$ cat config.mk
export PLATFORM = sky130hd
export DESIGN_NAME = regfile_dualsrc
export DESIGN_NICKNAME = d
export VERILOG_FILES = /design/src/rtl/regfile_dualsrc.sv
export SDC_FILE = /design/constraint.sdc
export NUM_CORES = 1
export LEC_CHECK = 0
export BUFFER_PORTS_ARGS = -buffer_cell sky130_fd_sc_hd__buf_4
export CORE_UTILIZATION = 45
export CTS_CLUSTER_DIAMETER = 100
export DETAILED_ROUTE_END_ITERATION = 10
export HOLD_SLACK_MARGIN = 0.02
export SYNTH_ARGS = -nofsm -noshare
export SYNTH_HDL_FRONTEND = slang
export SYNTH_SLANG_ARGS = --single-unit
$ cat constraint.sdc
create_clock -name clk -period 2.1 [get_ports clk]
set_clock_uncertainty 0.1 [all_clocks]
set_input_delay 0.63 -clock clk [delete_from_list [all_inputs] [get_ports clk]]
set_output_delay 0.63 -clock clk [all_outputs]
set_load 0.02 [all_outputs]
$ cat src/rtl/regfile_dualsrc.sv
module regfile_dualsrc #(
  parameter int WORDS = 8,
  parameter int WIDTH = 32,
  parameter bit ZERO_WORD = 1'b0,
  localparam int AW = (WORDS > 1) ? $clog2(WORDS) : 1
) (
  input  logic             clk,
  input  logic             rst_n,
  input  logic             src_sel,
  input  logic             wr_en,
  input  logic             rd_en,
  input  logic [AW-1:0]    rd_addr,
  input  logic [AW-1:0]    wr_addr,
  input  logic [WIDTH-1:0] wr_data_a,
  input  logic [WIDTH-1:0] wr_data_b,
  output logic [WIDTH-1:0] rd_data
);

  localparam logic [AW:0] LIMIT = (AW+1)'(WORDS);

  initial begin
    assert_words_min_R11: assert (WORDS >= 2);
  end

  logic [WIDTH-1:0] mem [WORDS];

  wire [WIDTH-1:0] wdata  = src_sel ? wr_data_b : wr_data_a;
  wire             wr_in  = {1'b0, wr_addr} < LIMIT;
  wire             rd_in  = {1'b0, rd_addr} < LIMIT;
  wire             wr_z   = ZERO_WORD && (wr_addr == '0);
  wire             rd_z   = ZERO_WORD && (rd_addr == '0);
  wire             wr_hit = wr_en && wr_in && !wr_z;
  wire [WIDTH-1:0] rd_word = (rd_in && !rd_z) ? mem[rd_addr] : '0;

  always_ff @(posedge clk)
    if (wr_hit) mem[wr_addr] <= wdata;

  always_ff @(posedge clk or negedge rst_n)
    if (!rst_n)     rd_data <= '0;
    else if (rd_en) rd_data <= rd_word;

  assert_write_lands_R2: assert property (@(posedge clk) disable iff (!rst_n)
    wr_hit |=> mem[$past(wr_addr)] == $past(src_sel ? wr_data_b : wr_data_a));

  assert_hold_R5: assert property (@(posedge clk) disable iff (!rst_n)
    !rd_en |=> $stable(rd_data));

  assert_old_data_R6: assert property (@(posedge clk) disable iff (!rst_n)
    (rd_en && wr_hit && rd_addr == wr_addr) |=> rd_data == $past(mem[rd_addr]));

  assert_zero_word_R8: assert property (@(posedge clk) disable iff (!rst_n)
    (rd_en && ZERO_WORD && rd_addr == '0) |=> rd_data == '0);

  assert_oob_read_R10: assert property (@(posedge clk) disable iff (!rst_n)
    (rd_en && {1'b0, rd_addr} >= LIMIT) |=> rd_data == '0);

endmodule

==> insert_results.sql <==
INSERT INTO impl_metrics (metric_group, metric, value, unit) VALUES
('global_routing', 'grt_remaining_overflow', '0', ''),
('route', 'dr.first_iter.drc_count', '428', ''),
('route', 'route.antenna.remaining_nets', '0', ''),
('clocking', 'cts_max_level', '1', ''),
('global_routing', 'grt_start_max_net_pins', '35', ''),
('setup_path', 'cp_cell_sequence', 'buf_4', ''),
('synth', 'synth-simple-area-share', '5.53', '%'),
('setup_path', 'worst_path_largest_cell_delay', '0.42', 'ns'),
('global_routing', 'grtUsageMet2', '32.5', '%'),
('synth', 'postSynthAreaPerCell', '17.3', 'µm²'),
('place', 'dp_hpwl', '14.7', 'mm'),
('synth', 'post_synth_num_cell_types', '21', ''),
('layout', 'finalNetCount', '871', ''),
('die', 'initial_core_util', '46.1', '%'),
('setup_path', 'worst-path-stages', '1', ''),
('status', 'status', 'finished clean', ''),
('route', 'first_pass_iters', '4', ''),
('layout', 'layout.cells.most_common_list', '256 x sky130_fd_sc_hd__edfxtp_1, 115 x sky130_fd_sc_hd__buf_4, 96 x sky130_fd_sc_hd__mux2i_1', ''),
('route', 'route.final.wire_length', '25.2', 'mm'),
('synth', 'synth_top_family_by_area', 'multiplexers', ''),
('global_routing', 'grt_antenna_before_repair', '0', ''),
('layout', 'area_delta_synth_final', '22.4', '%'),
('clocking', 'tritoncts_clock_tree', 'done', ''),
('place', 'pre_cts_ws', '0.0988', 'ns'),
('layout', 'instances_no_fill', '1149', ''),
('clocking', 'clock-sinks', '288', ''),
('setup_path', 'cp.arrival', '1.14', 'ns'),
('synth', 'yosys_warnings', '0', ''),
('sta', 'setup_viol_count_final', '0', ''),
('sta', 'worstMarginPinSlew', '0.571', 'ns'),
('layout', 'layout_commonest_cell', 'sky130_fd_sc_hd__edfxtp_1', ''),
('layout', 'multi_input_comb_area', '2900', 'µm²'),
('power_and_ir_drop', 'fin_total_pwr', '13.4', 'mW'),
('synth', 'synth_adder_area_share', '0', '%'),
('place', 'gp_routability_congestion', '0.723', ''),
('setup_path', 'worst_path_slowest_cell', 'sky130_fd_sc_hd__dfrtp_1', ''),
('die', 'die_area', '26500', 'µm²'),
('setup_path', 'critical_path_class', 'reg -> out', ''),
('sta', 'unrepaired_setup_endpoints_after_global_routing', 'no', ''),
('clocking', 'post-cts-setup-buffer-count', '0', ''),
('die', 'num_rows', '58', ''),
('layout', 'finalCoreUtilization', '56.4', '%'),
('route', 'drt_drc_violations_left', '0', ''),
('setup_path', 'worst_path_dominant_cell_family', 'flip-flops', ''),
('synth', 'synth-seq-area-share', '73.0', '%'),
('setup_path', 'critical_path_peak_fanout', '2', ''),
('layout', 'finalInstanceArea', '14200', 'µm²'),
('setup_path', 'cp-start-kind', 'register', ''),
('sta', 'report.final.slew_viol_count', '0', ''),
('layout', 'drive_above_1_share', '28.0', '%'),
('synth', 'synth_xor_area_share', '0', '%'),
('sta', 'hold_viol', '0', ''),
('synth', 'syn-instance-count', '671', ''),
('setup_path', 'endpoint_kind', 'primary output', ''),
('synth', 'synthesis.nets', '746', ''),
('global_routing', 'grt-busiest-layer', 'met2', ''),
('sta', 'tns', '0', 'ns'),
('sta', 'fmax', '0.535', 'GHz'),
('job', 'maxCapViolations', '0', ''),
('worst_hold_path', 'worstHoldPathType', 'in -> reg', ''),
('route', 'route.detailed.wl_per_inst', '21.9', 'µm'),
('sta', 'whs', '0.400', 'ns'),
('layout', 'num_antenna_cells', '0', ''),
('sta', 'slew_headroom', '61.9', '%'),
('die', 'die_h', '163', 'µm'),
('synth', 'synth.ff_latch_count', '288', ''),
('clocking', 'cts.clk_slew.worst_paths', '0.06', 'ns'),
('layout', 'nFillCells', '1997', ''),
('layout', 'register_area', '8490', 'µm²'),
('setup_path', 'cp_data_required_time', '1.37', 'ns'),
('synth', 'yosys-mux-area-fraction', '11.4', '%');
## registers in the layout, indices dropped and copies added, names as in the netlist
signal and count:
mem 256, rd_data 32
## area by class of cell
cell class / instances / area share, %
multi-input combinational: 336 / 20.3
sequential: 288 / 59.6
timing repair buffer: 141 / 9.59
clock inverter: 18 / 1.95
tap: 330 / 2.90
clock buffer: 36 / 5.57
## cell usage after synthesis, drive strengths merged
cell / n / area [µm²]
dfrtp: 32 / 801
nand3: 32 / 160
clkbuf: 11 / 45.1
buf: 36 / 292
nand2: 2 / 7.51
nor2: 7 / 26.3
a41o: 32 / 320
nand2b: 4 / 32.5
mux2: 32 / 360
mux2i: 96 / 961
nor2b: 65 / 407
nor3: 2 / 10.0
edfxtp: 256 / 7690
a211o: 32 / 280
a22oi: 32 / 240
## kinds of logic (layout without fill, tap and decap cells)
group	Yosys count	count (layout)
AND/OR/NAND/NOR	112	112
AO/OA/AOI/OAI	96	96
buffers and inverters	47	195
flip-flops	288	288
multiplexers	128	128
## what timing repair did
action                                  CTS  global route
resized for setup                         0             0
endpoints found under the setup margin    0             0
hold buffers                              1             0
hold endpoints to repair                 32             0
## worst paths after layout
path	startpoint	endpoint	slack, ns
setup / recovery	rd_data[16]	rd_data[16]	0.23
hold reg to reg	rd_data[6]	rd_data[6]	0.51
setup reg to reg	mem[4][25]	rd_data[25]	0.90
max in group asynchronous	rst_n	rd_data[23]	0.98
hold / removal	wr_data_a[11]	mem[7][11]	0.40
min in group asynchronous	rst_n	rd_data[29]	0.54
## power breakdown
group	leakage (nW)	switching, mW	internal [mW]
Sequential	2.71	0.0953	6.54
Combinational	2.07	0.648	0.532
Clock	0.516	2.09	3.53
## metal layers
| layer | vias up | wire length (µm) |
|---|---|---|
| met4 | 0 | 400 |
| met5 | - | 0 |
| met3 | 39 | 1330 |
| met1 | 3303 | 11100 |
| met2 | 191 | 12300 |
| li1 | 2903 | - |
(Power assumes the default switching activity.)
